--- config.mk ---
export PLATFORM = sky130hd
export DESIGN_NAME = elc_msg_irq
export DESIGN_NICKNAME = d
export VERILOG_FILES = /design/src/rtl/elc_pkg.sv /design/src/rtl/elc_edge.sv /design/src/rtl/elc_dispatch.sv /design/src/rtl/elc_msg_irq.sv
export SDC_FILE = /design/constraint.sdc
export NUM_CORES = 1
export LEC_CHECK = 0
export BUFFER_PORTS_ARGS = -buffer_cell sky130_fd_sc_hd__buf_2
export CAP_MARGIN = 25
export CELL_PAD_IN_SITES_DETAIL_PLACEMENT = 1
export CELL_PAD_IN_SITES_GLOBAL_PLACEMENT = 2
export CORE_MARGIN = 2
export CORE_UTILIZATION = 28
export CTS_BUF_LIST = sky130_fd_sc_hd__clkbuf_2
export CTS_CLUSTER_SIZE = 24
export DETAILED_ROUTE_END_ITERATION = 10
export PLACE_DENSITY_LB_ADDON = 0.1
export SLEW_MARGIN = 10
export SYNTH_ARGS = -nofsm -noshare
export SYNTH_HDL_FRONTEND = slang
export SYNTH_SLANG_ARGS = --single-unit
--- constraint.sdc ---
create_clock -name clk -period 2.89 [get_ports clk]
set_input_delay 0.4335 -clock clk [delete_from_list [all_inputs] [get_ports clk]]
set_output_delay 0.4335 -clock clk [all_outputs]
set_load 0.01 [all_outputs]
--- src/rtl/elc_pkg.sv ---
package elc_pkg;

    localparam int REG_AW = 12;
    localparam int DW     = 32;

    localparam logic [REG_AW-1:0] OFF_ADDR0 = 12'h004;
    localparam logic [REG_AW-1:0] OFF_VIEW0 = 12'h00C;
    localparam logic [REG_AW-1:0] OFF_ADDR1 = 12'h010;
    localparam logic [REG_AW-1:0] OFF_VIEW1 = 12'h014;
    localparam logic [REG_AW-1:0] OFF_MASK  = 12'h018;
    localparam logic [REG_AW-1:0] OFF_PEND  = 12'h01C;
    localparam logic [REG_AW-1:0] OFF_CLASS = 12'h024;
    localparam logic [REG_AW-1:0] OFF_LEVEL = 12'h028;

    localparam int TAG_BITS = 5;

    // Value to big-endian byte lanes: byte at lowest address on [7:0].
    function automatic logic [DW-1:0] to_be_lanes(input logic [DW-1:0] v);
        return {v[7:0], v[15:8], v[23:16], v[31:24]};
    endfunction

endpackage

--- src/rtl/elc_edge.sv ---
module elc_edge #(
    parameter int              NSRC      = 11,
    parameter logic [NSRC-1:0] IMPL_MASK = '1
) (
    input  logic            clk,
    input  logic            rst_n,
    input  logic [NSRC-1:0] src_i,
    output logic [NSRC-1:0] level_o,
    output logic [NSRC-1:0] rise_o
);

    typedef struct packed {
        logic [NSRC-1:0] lvl;
    } edge_st_t;

    edge_st_t st_d, st_q;
    logic [NSRC-1:0] live;

    always_comb begin
        live     = src_i & IMPL_MASK;
        st_d     = st_q;
        st_d.lvl = live;
        rise_o   = live & ~st_q.lvl;
    end

    always_ff @(posedge clk) begin
        if (!rst_n) st_q <= '0;
        else        st_q <= st_d;
    end

    assign level_o = st_q.lvl;

    // a detected rise shows up as a high level on the next cycle
    a_r3_rise_level: assert property (@(posedge clk) disable iff (!rst_n)
        (|rise_o) |=> ((level_o & $past(rise_o)) == $past(rise_o)));

    // unimplemented positions never read high
    a_r2_unimpl_low: assert property (@(posedge clk) disable iff (!rst_n)
        (level_o & ~IMPL_MASK) == '0);

endmodule

--- src/rtl/elc_dispatch.sv ---
module elc_dispatch
    import elc_pkg::*;
#(
    parameter int NSRC = 11
) (
    input  logic            clk,
    input  logic            rst_n,
    input  logic [NSRC-1:0] new_i,
    input  logic [NSRC-1:0] class_i,
    input  logic [DW-1:0]   addr0_i,
    input  logic [DW-1:0]   addr1_i,
    input  logic            msg_ready,
    output logic            msg_valid,
    output logic [DW-1:0]   msg_addr,
    output logic [DW-1:0]   msg_data
);

    typedef struct packed {
        logic [NSRC-1:0] outst;
        logic            valid;
        logic [DW-1:0]   addr;
        logic [DW-1:0]   data;
    } disp_st_t;

    disp_st_t st_d, st_q;
    logic [NSRC-1:0] pick;
    logic            port_free;
    logic            launch;
    logic [DW-1:0]   sel;

    always_comb begin
        pick = '0;
        for (int i = NSRC - 1; i >= 0; i--) begin
            if (st_q.outst[i]) pick = NSRC'(1) << i;
        end
        port_free = !st_q.valid || msg_ready;
        launch    = port_free && (|st_q.outst);
        sel       = (|(pick & class_i)) ? addr1_i : addr0_i;

        st_d = st_q;
        if (st_q.valid && msg_ready) st_d.valid = 1'b0;
        if (launch) begin
            st_d.valid = 1'b1;
            st_d.addr  = {sel[DW-1:TAG_BITS], {TAG_BITS{1'b0}}};
            st_d.data  = to_be_lanes({{(DW-TAG_BITS){1'b0}}, sel[TAG_BITS-1:0]});
            st_d.outst = st_q.outst & ~pick;
        end
        st_d.outst = st_d.outst | new_i;
    end

    always_ff @(posedge clk) begin
        if (!rst_n) st_q <= '0;
        else        st_q <= st_d;
    end

    assign msg_valid = st_q.valid;
    assign msg_addr  = st_q.addr;
    assign msg_data  = st_q.data;

    a_r10_hold: assert property (@(posedge clk) disable iff (!rst_n)
        (msg_valid && !msg_ready) |=> (msg_valid && $stable(msg_addr) && $stable(msg_data)));

    a_r7_addr_align: assert property (@(posedge clk) disable iff (!rst_n)
        msg_valid |-> (msg_addr[TAG_BITS-1:0] == '0));

    a_r8_data_lanes: assert property (@(posedge clk) disable iff (!rst_n)
        msg_valid |-> ((msg_data & ~32'h1F00_0000) == '0));

    a_r9_single_pick: assert property (@(posedge clk) disable iff (!rst_n)
        $onehot0(pick));

endmodule

--- src/rtl/elc_msg_irq.sv ---
module elc_msg_irq
    import elc_pkg::*;
#(
    parameter int              NSRC      = 11,
    parameter logic [NSRC-1:0] IMPL_MASK = 11'h5FF
) (
    input  logic              clk,
    input  logic              rst_n,
    input  logic [NSRC-1:0]   src_i,
    input  logic              reg_req,
    input  logic              reg_we,
    input  logic [REG_AW-1:0] reg_addr,
    input  logic [DW-1:0]     reg_wdata,
    output logic [DW-1:0]     reg_rdata,
    input  logic              msg_ready,
    output logic              msg_valid,
    output logic [DW-1:0]     msg_addr,
    output logic [DW-1:0]     msg_data
);

    localparam int PAD = DW - NSRC;

    typedef struct packed {
        logic [NSRC-1:0] mask;
        logic [NSRC-1:0] cls;
        logic [NSRC-1:0] pend;
        logic [DW-1:0]   addr0;
        logic [DW-1:0]   addr1;
        logic [DW-1:0]   rdata;
    } reg_st_t;

    reg_st_t st_d, st_q;
    logic [NSRC-1:0] level, rise;
    logic [DW-1:0]   rd_mux;
    logic            wr, pend_hit;

    elc_edge #(.NSRC(NSRC), .IMPL_MASK(IMPL_MASK)) u_edge (
        .clk     (clk),
        .rst_n   (rst_n),
        .src_i   (src_i),
        .level_o (level),
        .rise_o  (rise)
    );

    always_comb begin
        wr       = reg_req && reg_we;
        pend_hit = reg_req && (reg_addr == OFF_PEND);

        unique case (reg_addr)
            OFF_ADDR0: rd_mux = st_q.addr0;
            OFF_ADDR1: rd_mux = st_q.addr1;
            OFF_VIEW0: rd_mux = {{PAD{1'b0}}, level & st_q.mask & ~st_q.cls};
            OFF_VIEW1: rd_mux = {{PAD{1'b0}}, level & st_q.mask & st_q.cls};
            OFF_MASK:  rd_mux = {{PAD{1'b0}}, st_q.mask};
            OFF_CLASS: rd_mux = {{PAD{1'b0}}, st_q.cls};
            OFF_PEND:  rd_mux = {{PAD{1'b0}}, st_q.pend};
            OFF_LEVEL: rd_mux = {{PAD{1'b0}}, level};
            default:   rd_mux = '0;
        endcase

        st_d = st_q;
        if (reg_req && !reg_we) st_d.rdata = rd_mux;
        if (wr) begin
            unique case (reg_addr)
                OFF_ADDR0: st_d.addr0 = reg_wdata;
                OFF_ADDR1: st_d.addr1 = reg_wdata;
                OFF_MASK:  st_d.mask  = reg_wdata[NSRC-1:0];
                OFF_CLASS: st_d.cls   = reg_wdata[NSRC-1:0];
                default: ;
            endcase
        end
        // any access empties the pending set; a fresh edge still lands
        st_d.pend = (pend_hit ? '0 : st_q.pend) | rise;
    end

    always_ff @(posedge clk) begin
        if (!rst_n) st_q <= '0;
        else        st_q <= st_d;
    end

    assign reg_rdata = st_q.rdata;

    elc_dispatch #(.NSRC(NSRC)) u_disp (
        .clk       (clk),
        .rst_n     (rst_n),
        .new_i     (rise & st_q.mask),
        .class_i   (st_q.cls),
        .addr0_i   (st_q.addr0),
        .addr1_i   (st_q.addr1),
        .msg_ready (msg_ready),
        .msg_valid (msg_valid),
        .msg_addr  (msg_addr),
        .msg_data  (msg_data)
    );

    a_r3_pend_set: assert property (@(posedge clk) disable iff (!rst_n)
        (|rise) |=> ((st_q.pend & $past(rise)) == $past(rise)));

    a_r4_pend_clear: assert property (@(posedge clk) disable iff (!rst_n)
        (reg_req && reg_addr == OFF_PEND && rise == '0) |=> (st_q.pend == '0));

    a_r6_masked_quiet: assert property (@(posedge clk) disable iff (!rst_n)
        (st_q.mask == '0 && !msg_valid && !u_disp.st_q.valid && u_disp.st_q.outst == '0)
            |=> !msg_valid);

endmodule

# Word-level counts from Yosys, hierarchy flattened
# Cells that the tools add are included.
# totals
inputBits,60
elab_cells,63
ff_bits,184
output_inout_bits,97
# op_classes
bitwise_logic,12
mux,16
reduce_logical,15
n_eq_ne,8
# ops
cell,count
one-hot mux 32 bit (8 select lines),1
2-to-1 mux 11 bit,12
AND 11 bit,7
2-to-1 mux 76 bit,1
equality test 12 x 5 -> 1 bit (second input constant),4
NOT 11 bit,3
2-to-1 mux 32 bit,1
equality test 12 x 6 -> 1 bit (second input constant),2
OR 11 bit,2
OR reduction 11 bit,2
equality test 12 x 3 -> 1 bit (second input constant),1
equality test 12 x 4 -> 1 bit (second input constant),1
AND reduction 2 bit,4
logical AND 1 bit,5
logical NOT 1 bit,2
nonzero test 2 bit,1
logical OR 1 bit,1
2-to-1 mux 1 bit,1

# Depth between registers and ports, before layout
# depth
depth_word,16
ltp_mapped,8
mapped_depth_nobuf,5

# Hierarchy
# Synthesis repeated with hierarchy kept, for this count alone.
# unflattened
cells_unflattened,1030
hier_area_um2,8837.2
# modules_own_cells
mod,cells_per_inst,n_inst,area_per_inst_um2
elc_msg_irq,752,1,6109.6
elc_dispatch,245,1,2383.5
elc_edge,33,1,344.1

# Worst setup path after synthesis
# Ideal clock, no wire load.
# synth_timing
kind,input to register
from,input reg_addr[1]
to,register st_q[46] (netlist name)
path_slack_ns,0.994
cell_stages,7
t_required_ns,2.747
arrival_time_ns,1.753
n_path_buf,2
cell_sequence,nor4_4 > and4b_1 > buf_4 > nand3_1 > clkbuf_1 > nand2_1 > a21oi_2
# synth_via
elab_chain_cells,2
# synth_rtl
item,line,source
start: declaration,elc_msg_irq.sv:12,"input logic [REG_AW-1:0] reg_addr,"
equality test 12 x 5 -> 1 bit,elc_msg_irq.sv:64,unique case (reg_addr)
AND reduction 2 bit (no line),n/a,
end signal: assignment,elc_msg_irq.sv:78,else st_q <= st_d;
end: declaration,elc_msg_irq.sv:32,"reg_st_t st_d, st_q;"
# Every way passes these cells.
# A chain may end at the register's enable or synchronous reset.

# Final worst setup path
# layout_timing
from,register u_disp.st_q[71] (netlist name)
to,"register u_disp.st_q, in the netlist u_disp.msg_addr[31]"
# layout_via
elab_chain_cells,10
word_cells_on_any_way,12
cone_classes,mux (8); bitwise (1); reduce/logical (3)
# layout_rtl
item,line,source
start: declaration,elc_dispatch.sv:25,"disp_st_t st_d, st_q;"
start signal: assignment,elc_dispatch.sv:53,else st_q <= st_d;
2-to-1 mux 11 bit (7 in series),elc_dispatch.sv:34,if (st_q.outst[i]) pick = NSRC'(1) << i;
AND 11 bit,elc_dispatch.sv:38,sel = (|(pick & class_i)) ? addr1_i : addr0_i;
OR reduction 11 bit,elc_dispatch.sv:38,
2-to-1 mux 32 bit,elc_dispatch.sv:38,
# Several ways; a longest one is shown, not always the timed one.

==> metrics <==
outcome finished clean; sequential share of the synthesized area 42.1%; final setup margin 0.851 ns; CP max stage delay 0.44 ns; met3 routed WL 1.06 mm; type of destination of the critical path flop; Critical Path, Cell by Cell nor3_1 > a21boi_0 > o211ai_1 > buf_4 > and2_1 > buf_12 > o211ai_1; max cap viols 0; utilization after layout 32.2%; Setup WS pre-CTS 0.478 ns; Main synth FF type dfxtp_1; die area 32300 sq um; type of origin of the critical path flop; Final setup violation count 0; Placer Congestion 0.814; cell family with most CP delay simple AND/OR/NAND/NOR gates; Clock Skews 0.0725 ns; share of cells above drive strength 1 20.3%; worst-margin pin slew 0.547 ns; post-synth cell types 52; Post-Route M1 WL 13.7 mm; grt total ovfl 0; clock buffer depth 2; Initial DRC Count 419; critical path type reg2reg; critical path's most frequent cell o211ai_1; clk slew on worst S/H paths 0.32 ns; DRT Pass-1 Iters 4; routed wire length 30.6 mm; final worst path period share 70.5%; headroom to the max-slew limit 63.4%; top-count cell post-synth nand2_1; CTS Buf Count 17; FMAX 0.491 GHz; area used by multi-input combinational logic 4070 sq um; row count 64; Worst Path Buf+Inv 2; register area 3640 sq um; Leak Pwr 3.42 nW; top cells by count, synth nand2_1 (285), dfxtp_1 (182), buf_4 (99); FILL cells 3734; Post-synth ARST share 0%; min-delay worst type in2reg; PD cells 424 nW/um^2; H-Tree Depth 4; post-route DRC violation count 0; die width 180 microns; critical path required time 3.61 ns; synthesized area 8660 sq um; global-route usage over all layers 18.9%; I/O pins 157; Mean Syn Cell Area 8.06 sq um; via count 7631; vias in the first global route 7757; minimum clock period 2.04 ns; cell taking the most area after synthesis dfxtp_1; routed wl met2 15.5 mm; initial core utilization 28.4%; Cell Count, Final, Fillers Out 1562; Yosys top cell area share 42.1%; CTS Root Cell clkbuf_2; synth warn 0; final antenna-violating net count 0; drt wl/cell 19.6 microns; Post-synth EDFFs 0; RSZ-0062 raised after global routing false; top sig layer met4; placed insts 1485; Gate Count Post-Synth 1074; Die Height 180 microns; slowest CP cell dfxtp_1; crit path max fanout 32; Slew Limit Fails 0; vias per cell 4.89; Fin Hold WS 0.248 ns; Clock Sink Count 182; VDD IR-drop max 0.223 mV; setup TNS 0 ns; CTS tree yes; Port Buffer Count 123; initial antenna violation count 1; clock latency on the worst-skew pair 0.82 ns; synth top area cells dfxtp_1 (42%), nand2_1 (12%), buf_4 (8.6%); post-cts resize count 0; area growth from synthesis to layout 13.4%; Synth Register Bits 182; first-pass GRT wire length 47.3 mm; dpl hpwl 21.1 mm; core area 30500 sq um; largest net degree at the start of global routing 70; Hold Vio Cnt, Final 0; nets@finish 1212; crit path DAT 2.76 ns
==> cells by family after synthesis <==
kind of cell    Yosys count  synth area share, %
compound gates          266                 20.0
buf+inv                 176                 12.4
flops                   182                 42.1
mux                      16                 1.99
other cells               1               0.0433
simple gates            433                 23.4
==> sequential cells by signal, indices dropped and copies added (netlist names) <==
signal            cells
st_q                 96
reg_rdata            32
u_disp.msg_addr      27
u_disp.st_q          11
u_edge.level_o       10
u_disp.msg_data       5
u_disp.msg_valid      1
==> layer usage <==
metal  global-route usage (%)  vias to the layer above
li1                         -                     3755
met3                     3.22                       18
met1                     23.7                     3722
met4                     4.36                        0
met5                        0                        -
met2                     33.9                      136
==> power by group <==
part | switching, mW | internal, mW | leakage [nW]
combinational | 0.185 | 0.117 | 1.81
sequential | 0.0141 | 2.54 | 1.47
clock | 1.04 | 0.270 | 0.138
total | 1.24 | 2.93 | 3.42
==> layout by cell type, fill, tap and decap left out, drive strengths merged, types with 6 or more instances in the layout <==
cell type	count
o21ai	41
inv	15
nor2b	17
o211ai	33
o22ai	6
nand2b	10
dlygate4sd3	44
dfxtp	182
a22oi	33
mux2	10
and2	14
nand3	9
mux2i	6
and3	7
nand4	44
nand2	285
buf	154
nand3b	11
nor2	18
clkbuf	17
a21oi	124
conb	32
nor3	8
==> worst register-to-register path, cell delays in order (launching register included) <==
cell and delay [ns]:
dfxtp_1 0.44, nor3_1 0.34, a21boi_0 0.23, o211ai_1 0.12
buf_4 0.26, and2_1 0.22, buf_12 0.19, o211ai_1 0.19
==> repair_timing <==
| action | 4_1_cts | 5_1_grt |
|---|---|---|
| endpoints found under the hold margin | 118 | 0 |
| setup buffers | 0 | 0 |
| hold buffers | 44 | 0 |
==> worst paths after layout <==
check	to	slack, ns	start	cells past startpoint
worst max-delay path	u_disp.msg_addr[31]	0.85	u_disp.st_q[71]	7
worst min register to register	u_disp.msg_addr[29]	0.46	st_q[61]	2
worst max register to register	u_disp.msg_addr[31]	0.85	u_disp.st_q[71]	7
worst min-delay path	reg_rdata[2]	0.25	reg_req	5
==> area by class of cell <==
cell class	count	area share (%)
timing repair buffer	198	13.8
clock inverter	15	1.38
sequential	182	37.1
tap	396	5.05
multi-input combinational	747	41.5
clock buffer	17	0.867
inverter	6	0.255
antenna	1	0.0255
==> per-stage QoR <==
stage	instance area [sq um]	total power [mW]
6_report	9810	4.16
5_1_grt	9810	4.38
4_1_cts	9810	4.27
3_5_place_dp	9150	2.86
3_3_place_gp	9150	2.86
2_1_floorplan	8770	2.76
Note: power is estimated with default switching activity, not from simulation.
